File: src/rtl/lea_pkg.sv
package lea_pkg;
  typedef enum logic [1:0] {
    FORM_D  = 2'd0,
    FORM_DS = 2'd1,
    FORM_DQ = 2'd2,
    FORM_X  = 2'd3
  } form_e;
endpackage

File: src/rtl/lea_offset.sv
module lea_offset #(
  parameter int XLEN   = 64,
  parameter int DISP_W = 16
) (
  input  lea_pkg::form_e    form,
  input  logic [DISP_W-1:0] disp,
  input  logic [XLEN-1:0]   idx_val,
  output logic [XLEN-1:0]   offset
);
  localparam int DS_W = DISP_W - 2;
  localparam int DQ_W = DISP_W - 4;

  // Sign-extend the low w bits of f to XLEN bits.
  function automatic logic [XLEN-1:0] sext_low(input logic [DISP_W-1:0] f, input int w);
    logic [XLEN-1:0] t;
    t = XLEN'(f) << (XLEN - w);
    return XLEN'($signed(t) >>> (XLEN - w));
  endfunction

  always_comb begin
    unique case (form)
      lea_pkg::FORM_D:  offset = sext_low(disp, DISP_W);
      lea_pkg::FORM_DS: offset = sext_low(disp, DS_W) << 2;
      lea_pkg::FORM_DQ: offset = sext_low(disp, DQ_W) << 4;
      default:          offset = idx_val;
    endcase
  end
endmodule

File: src/rtl/lea_base_sel.sv
module lea_base_sel #(
  parameter int XLEN   = 64,
  parameter int RIDX_W = 5
) (
  input  logic              upd,
  input  logic [RIDX_W-1:0] base_idx,
  input  logic [XLEN-1:0]   base_val,
  output logic [XLEN-1:0]   base_term,
  output logic              zero_sub
);
  // Register 0 reads as zero, except in update forms.
  assign zero_sub  = !upd && (base_idx == '0);
  assign base_term = zero_sub ? '0 : base_val;
endmodule

File: src/rtl/lea_form_check.sv
module lea_form_check #(
  parameter int RIDX_W = 5
) (
  input  lea_pkg::form_e    form,
  input  logic              upd,
  input  logic [RIDX_W-1:0] base_idx,
  input  logic [RIDX_W-1:0] tgt_idx,
  output logic              pair_bad,
  output logic              upd_bad,
  output logic              bad
);
  assign pair_bad = (form == lea_pkg::FORM_DQ) && (tgt_idx[0] || (tgt_idx == base_idx));
  assign upd_bad  = upd && ((base_idx == '0) || (base_idx == tgt_idx));
  assign bad      = pair_bad || upd_bad;
endmodule

File: src/rtl/lea_out_reg.sv
module lea_out_reg #(
  parameter int XLEN   = 64,
  parameter int RIDX_W = 5
) (
  input  logic              clk,
  input  logic              rst_n,
  input  logic              in_valid,
  input  logic              upd,
  input  logic              bad_c,
  input  logic [XLEN-1:0]   sum,
  input  logic [RIDX_W-1:0] base_idx,
  output logic              out_valid,
  output logic [XLEN-1:0]   ea,
  output logic              bad_form,
  output logic              wb_en,
  output logic [RIDX_W-1:0] wb_idx,
  output logic [XLEN-1:0]   wb_data
);
  always_ff @(posedge clk) begin
    if (!rst_n) begin
      out_valid <= 1'b0;
      wb_en     <= 1'b0;
      ea        <= '0;
      bad_form  <= 1'b0;
      wb_idx    <= '0;
      wb_data   <= '0;
    end else begin
      out_valid <= in_valid;
      wb_en     <= in_valid && upd && !bad_c;
      if (in_valid) begin
        ea       <= sum;
        bad_form <= bad_c;
        wb_idx   <= base_idx;
        wb_data  <= sum;
      end
    end
  end

  p_pulse_r12: assert property (@(posedge clk) disable iff (!rst_n)
    in_valid |=> out_valid);
  p_hold_r12: assert property (@(posedge clk) disable iff (!rst_n)
    !in_valid |=> (!out_valid && !wb_en && $stable(ea) && $stable(bad_form)));
  p_wb_match_r10: assert property (@(posedge clk) disable iff (!rst_n)
    wb_en |-> (out_valid && !bad_form && wb_data == ea));
endmodule

File: src/rtl/load_ea_unit.sv
module load_ea_unit #(
  parameter int XLEN   = 64,
  parameter int RIDX_W = 5,
  parameter int DISP_W = 16
) (
  input  logic              clk,
  input  logic              rst_n,
  input  logic              in_valid,
  input  logic [1:0]        form_sel,
  input  logic              upd,
  input  logic [RIDX_W-1:0] base_idx,
  input  logic [XLEN-1:0]   base_val,
  input  logic [XLEN-1:0]   idx_val,
  input  logic [DISP_W-1:0] disp,
  input  logic [RIDX_W-1:0] tgt_idx,
  output logic              out_valid,
  output logic [XLEN-1:0]   ea,
  output logic              bad_form,
  output logic              wb_en,
  output logic [RIDX_W-1:0] wb_idx,
  output logic [XLEN-1:0]   wb_data
);
  lea_pkg::form_e  form;
  logic [XLEN-1:0] base_term, offset, sum;
  logic            zero_sub, pair_bad, upd_bad, bad_c;

  assign form = lea_pkg::form_e'(form_sel);

  lea_base_sel #(.XLEN(XLEN), .RIDX_W(RIDX_W)) u_base (
    .upd(upd), .base_idx(base_idx), .base_val(base_val),
    .base_term(base_term), .zero_sub(zero_sub));

  lea_offset #(.XLEN(XLEN), .DISP_W(DISP_W)) u_off (
    .form(form), .disp(disp), .idx_val(idx_val), .offset(offset));

  lea_form_check #(.RIDX_W(RIDX_W)) u_chk (
    .form(form), .upd(upd), .base_idx(base_idx), .tgt_idx(tgt_idx),
    .pair_bad(pair_bad), .upd_bad(upd_bad), .bad(bad_c));

  // Wraps modulo 2^XLEN; the carry is dropped.
  assign sum = base_term + offset;

  lea_out_reg #(.XLEN(XLEN), .RIDX_W(RIDX_W)) u_reg (
    .clk(clk), .rst_n(rst_n), .in_valid(in_valid), .upd(upd), .bad_c(bad_c),
    .sum(sum), .base_idx(base_idx), .out_valid(out_valid), .ea(ea),
    .bad_form(bad_form), .wb_en(wb_en), .wb_idx(wb_idx), .wb_data(wb_data));

  p_zero_base_r2: assert property (@(posedge clk) disable iff (!rst_n)
    (in_valid && zero_sub) |=> (ea == $past(offset)));
  p_pair_odd_r8: assert property (@(posedge clk) disable iff (!rst_n)
    (in_valid && form_sel == 2'd2 && tgt_idx[0]) |=> bad_form);
  p_upd_bad_r9: assert property (@(posedge clk) disable iff (!rst_n)
    (in_valid && upd && (base_idx == '0 || base_idx == tgt_idx)) |=> (bad_form && !wb_en));
  p_upd_wb_r10: assert property (@(posedge clk) disable iff (!rst_n)
    (in_valid && upd && !pair_bad && !upd_bad) |=> (wb_en && wb_idx == $past(base_idx)));
endmodule

File: config.mk
export PLATFORM = sky130hd
export DESIGN_NAME = load_ea_unit
export DESIGN_NICKNAME = d
export VERILOG_FILES = /design/src/rtl/lea_pkg.sv /design/src/rtl/lea_offset.sv /design/src/rtl/lea_base_sel.sv /design/src/rtl/lea_form_check.sv /design/src/rtl/lea_out_reg.sv /design/src/rtl/load_ea_unit.sv
export SDC_FILE = /design/constraint.sdc
export NUM_CORES = 1
export LEC_CHECK = 0
export ABC_CLOCK_PERIOD_IN_PS = 5500
export BUFFER_PORTS_ARGS = -buffer_cell sky130_fd_sc_hd__buf_4
export CAP_MARGIN = 15
export CORE_MARGIN = 2
export CORE_UTILIZATION = 51
export DETAILED_ROUTE_END_ITERATION = 16
export PLACE_DENSITY = 0.82
export SYNTH_ARGS = -nofsm -noshare
export SYNTH_HDL_FRONTEND = slang
export SYNTH_SLANG_ARGS = --single-unit
File: constraint.sdc
create_clock -name clk -period 5.5 [get_ports clk]
set_input_delay 1.1 -clock clk [delete_from_list [all_inputs] [get_ports clk]]
set_output_delay 1.1 -clock clk [all_outputs]
set_load 0.01 [all_outputs]
==> results of run 1 <==
==> logic make-up (layout without fill, tap and decap cells) <==
logic type	after synthesis	count (layout)	synth area share
AO/OA/AOI/OAI	316	316	0.271
XOR/XNOR	60	60	0.0655
buffers and inverters	138	335	0.0964
AND/OR/NAND/NOR	317	317	0.209
flip-flops	72	72	0.180
multiplexers	49	49	0.0783
adder cells (fa/ha/maj)	64	64	0.101
==> sequential cells by signal (all words and copies together) (netlist names) <==
signal	count
u_reg.wb_en	1
u_reg.wb_idx	5
u_reg.ea	64
u_reg.out_valid	1
u_reg.bad_form	1
==> area by class of cell <==
cell class	count	area [sq um]	share of cell area
multi-input combinational	806	5830	0.574
timing repair buffer	302	2270	0.223
sequential	72	1440	0.142
tap	211	264	0.0260
clock buffer	12	246	0.0243
inverter	18	67.6	0.00665
clock inverter	3	42.5	0.00419
==> path summary, 6_finish.rpt <==
path	from	end	slack, ns	cells after the start
worst max-delay path	base_idx[4]	u_reg.ea[63]	0.89	17
worst min-delay path	u_reg.ea[29]	u_reg.ea[29]	0.47	2
worst max register to register	u_reg.ea[63]	u_reg.ea[63]	4.50	3
worst min register to register	u_reg.ea[29]	u_reg.ea[29]	0.47	2
==> critical path, cell delays in order <==
cell and delay [ns]:
buf_4 0.12, nor3_1 0.19, nand2_1 0.14, nor2_4 0.14, buf_4 0.33, nor2b_1 0.09, ha_1 0.36, a21oi_1 0.25
o21ai_0 0.16, a221oi_2 0.36, o32ai_1 0.15, a31oi_1 0.32, nand2_1 0.16, a211oi_2 0.48, o31a_1 0.23, nor4bb_1 0.08
nor4b_2 0.20
==> synth_stat cells, types with 18 or more instances <==
library cell | number | area (sq um)
o21ai_0 | 64 | 320
a21o_1 | 45 | 338
buf_4 | 65 | 488
mux2i_1 | 38 | 380
inv_1 | 18 | 67.6
nand2_1 | 86 | 323
nand3_1 | 20 | 100
dfxtp_1 | 72 | 1440
xnor2_1 | 41 | 359
xor2_1 | 19 | 166
ha_1 | 63 | 788
o21a_1 | 59 | 443
nor2b_1 | 101 | 632
a21oi_1 | 67 | 335
nor2_1 | 34 | 128
clkbuf_1 | 47 | 176
==> power by group <==
part	switching (W)	internal, W	leakage (nW)
logic	0.000672	0.000629	4.12
clock network	0.000243	0.000361	0.139
registers	0.0000663	0.000596	0.595
==> metrics by stage <==
stage	hold WS (ns)	setup slack [ns]	cell area, sq um	power, W	util
3_5_place_dp	0.467	0.522	9870	0.00196	0.647
3_3_place_gp	0.455	0.650	9870	0.00195	0.647
2_1_floorplan	0.482	0.603	8020	0.00156	-
4_1_cts	0.475	0.883	10200	0.00257	0.666
6_report	0.470	0.892	10200	0.00257	0.666
5_1_grt	0.496	0.480	10200	0.00272	0.666
==> metal layers <==
metal,up-vias,routed length [um],track usage
li1,3970,-,-
met1,3801,9800,0.341
met2,360,12100,0.500
met3,48,1780,0.0446
met4,0,611,0.109
met5,-,0,0
==> key figures, run 1 <==
Floorplan
  – Die Area: 16700 sq um
  – # rows: 45
  – Core Area: 15300 sq um
  – Ports: 296
  – Initial Util: 0.526
  – Die span in y: 129 um
  – Die W: 129 um

Critical path
  – Endpoint type of the worst setup path: register
  – WP data arrival: 4.87 ns
  – CP required: 5.76 ns
  – CP Launch Type: input port
  – Kind of critical path: in -> reg
  – CP max FO: 31

Timing
  – Slew headroom: 0.450
  – RSZ-0062 raised after global routing: false
  – Setup TNS: 0 ns
  – Final Hold Fails: 0
  – Fin crit period: 4.61 ns
  – Max-slew violation count: 0
  – Worst Skew: 0 ns
  – Slew @ Worst Pin: 0.825 ns
  – Peak Freq: 0.217 GHz
  – Fin crit share: 0.838
  – # setup viols final: 0

GRT
  – First-pass GRT wire length: 37500 um
  – Total gr overflow: 0
  – Largest net degree at the start of global routing: 57
  – Vias in the first global route: 7631
  – Total track usage: 0.282
  – Initial antenna violation count: 0

Pwr
  – Pleak: 4.85 nW
  – VDD IR max: 0.000154 V
  – Power per cell area: 253 nW/um^2

Synth
  – Synth unique cells: 74
  – Main synth FF type: dfxtp_1
  – Seq/Total Area, Yosys: 0.180
  – Gate Count Post-Synth: 1016
  – Post-Syn Area: 8020 sq um
  – Ys async rst share: 0
  – Post-synth EDFFs: 0
  – Yosys reg bits: 72
  – Ys Warns: 0
  – Syn nets: 1240
  – Synth Area per Inst: 7.89 sq um

Flow run
  – Max Cap Viol: 0

Clock tree
  – Post-CTS Setup Inserts: 0
  – TritonCTS clock tree: built
  – Clk sink count: 72
  – Bufs on Longest Clock Path: 2
  – H-tree depth: 3
  – Post-CTS Hold Buffers: 0
  – CTS Buf Count: 9
  – # resized after CTS: 0
  – Clock transition at path regs: 0.06 ns
  – Clock Latency Late Sink: 0.34 ns
  – Root Driver: clkbuf_16

Routing
  – DR WL/cell: 17.1 um
  – Drt pass-1 iters: 7
  – Post-route DRC: 0
  – Total Wirelength: 24300 um
  – Via density: 5.74
  – DR vias: 8179
  – Routed Antenna Nets: 0
  – Drt initial violations: 533

Layout
  – # diodes: 0
  – Fillers: 1335
  – Nets: 1433
  – Area delta synth->final: 26.7%
  – Most common cell after layout, fill and taps aside: buf_4
  – Layout cells sized above 1: 0.293
  – Commonest cells after routing, fill and taps aside: buf_4, nor2b_1, nand2_1
  – Fin cells: 1424

Status
  – Status: finished clean

Placed design
  – Gpl congestion: 0.922
  – Placed Cells: 1409
  – IO Port Bufs: 295
  – Hpwl dp: 19300 um

Min path
  – HP Class: reg -> reg
(Power assumes the default switching activity.)
==> run 2: changes to the inputs <==
ABC_CLOCK_PERIOD_IN_PS = 4400   (was 5500)
clock period = 4.4 ns   (was 5.5 ns; I/O delays follow)
==> run 2 against run 1 <==
Power is 26% higher. Sequential power up 25%. Die area unchanged. Clock skew is the same. Count of clock-buffer cells in the layout rose by 1. Design area is 3.8% higher. Worst hold slack gained 0.012 ns. Largest cell class unchanged. Highest routed layer unchanged.
==> key figures, run 2 (synthesized netlist as in run 1, its figures left out) <==
Status
  – Status: finished clean

Critical path
  – CP Depth: 17
  – WP data arrival: 4.35 ns
  – R2R Path Start: u_reg.ea[63]
  – Endpoint type of the worst setup path: register
  – CP endpoint: u_reg.ea[56]
  – Kind of critical path: in -> reg
  – Reg2reg end: u_reg.ea[63]
  – CP peak stage delay: 0.41 ns
  – CP required: 4.64 ns
  – FF-to-FF path depth: 3
  – Family with the most delay on the worst path: compound AO/OA/AOI/OAI gates
  – CP Cell Sequence: buf_4, nor3_1, nand2_1, nor2_4, nor2b_1, ha_1, fa_1, a21o_1, a221oi_4, a211oi_2, o211ai_2, nand3_2, o21ai_2, o21a_4, a21oi_1, or3_1, a32o_1
  – CP bufs+invs: 1
  – Reg2reg setup slack: 3.43 ns
  – Worst path slowest cell: fa_1
  – CP Launch Type: input port
  – CP max FO: 5
  – Crit path from: base_idx[4]

Routing
  – DR vias: 8347
  – Via density: 5.65
  – Total Wirelength: 25200 um
  – Drt pass-1 iters: 6
  – Drt initial violations: 619
  – DR WL/cell: 17.0 um
  – Routed Antenna Nets: 0
  – Post-route DRC: 0

Min path
  – Hold_sp: u_reg.ea[26]
  – HP Class: reg -> reg

Clock tree
  – Root Driver: clkbuf_16
  – TritonCTS clock tree: built
  – Clock transition at path regs: 0.06 ns
  – Clk sink count: 72
  – Bufs on Longest Clock Path: 2
  – Clock Latency Late Sink: 0.35 ns
  – Post-CTS Setup Inserts: 0
  – H-tree depth: 3
  – CTS Buf Count: 9

Timing
  – Final Hold Fails: 0
  – Slew @ Worst Pin: 0.840 ns
  – RSZ-0062 raised after global routing: false
  – Max-slew violation count: 0
  – # setup viols final: 0
  – Fin crit period: 4.12 ns
  – Worst Skew: 0 ns
  – Fin worst setup slack: 0.283 ns
  – Slew headroom: 0.440
  – Fin crit share: 0.936
  – Peak Freq: 0.243 GHz

Layout
  – Commonest cells after routing, fill and taps aside: buf_4, nor2b_1, nand2_1
  – Layout cells sized above 1: 0.321
  – Register area: 1440 sq um
  – # diodes: 0
  – Area of the multi-input gates: 5840 sq um
  – Fin util: 0.691
  – Fillers: 1292
  – Most common cell after layout, fill and taps aside: buf_4
  – Largest regs: u_reg.ea (64), u_reg.wb_idx (5)
  – Area delta synth->final: 31.5%
  – Largest Register: u_reg.ea
  – Max reg flops: 64
  – Fin cells: 1477
  – Nets: 1485

Floorplan
  – Core Area: 15300 sq um
  – # rows: 45
  – Initial Util: 0.526
  – Die Area: 16700 sq um
  – Ports: 296
  – Die span in y: 129 um
  – Die W: 129 um

Placed design
  – Dpl ws: -0.0657 ns
  – IO Port Bufs: 295
  – Hpwl dp: 20200 um
  – Placed Cells: 1461
  – Gpl congestion: 1.02

Flow run
  – Max Cap Viol: 0

Pwr
  – VDD IR max: 0.000214 V
  – Pleak: 5.10 nW
  – Power per cell area: 307 nW/um^2

GRT
  – Initial antenna violation count: 0
  – Largest net degree at the start of global routing: 57
  – Total gr overflow: 0
  – Total track usage: 0.296
  – First-pass GRT wire length: 39400 um
  – Vias in the first global route: 7980
==> run 2: timing repair <==
item,in CTS,in global routing
endpoints found under the setup margin,0,5
hold buffers,0,0
endpoints found under the hold margin,0,0
gates resized for setup,0,2
==> run 2: how the worst min path moves through the flow <==
stage	endpoint	depth (start not counted)
2_1_floorplan	u_reg.ea[29]	2
3_3_place_gp	u_reg.ea[29]	2
3_5_place_dp	u_reg.bad_form	1
4_1_cts	u_reg.ea[26]	2
5_1_grt	u_reg.ea[53]	2
6_report	u_reg.ea[26]	2
==> run 2: layout make-up <==
cell class	count	area share
clock buffers	13	0.0228
multi-input cells	806	0.554
flip-flops and latches	72	0.137
clock inverters	3	0.00178
repair buffers	354	0.254
well taps	211	0.0250
inverters	18	0.00641
==> run 2: per-layer routing <==
layer / global-route usage / up-vias / share of wire
met5: 0 / - / 0
met4: 0.105 / 0 / 0.023
met3: 0.0450 / 42 / 0.069
met2: 0.525 / 341 / 0.49
met1: 0.365 / 3888 / 0.41
li1: - / 4076 / -
==> run 2: per-stage QoR <==
step | TNS, ns | area, sq um | total power (W) | hold slack (ns)
floorplan | 0 | 8020 | 0.00195 | 0.482
global placement | -0.00756 | 10300 | 0.00252 | 0.455
detailed placement | -0.186 | 10300 | 0.00255 | 0.474
CTS | 0 | 10500 | 0.00323 | 0.485
global route | 0 | 10500 | 0.00344 | 0.509
finish | 0 | 10500 | 0.00324 | 0.483
==> run 2: worst reg2reg max path: stages, from the launching register on <==
cell	delay, ns
dfxtp_1	0.39
nor2b_1	0.15
a31oi_1	0.06
nor4b_2	0.29
==> run 2: power breakdown <==
| part | switching (W) | internal (W) |
|---|---|---|
| clock | 0.000304 | 0.000382 |
| combinational | 0.000870 | 0.000856 |
| sequential | 0.0000830 | 0.000745 |
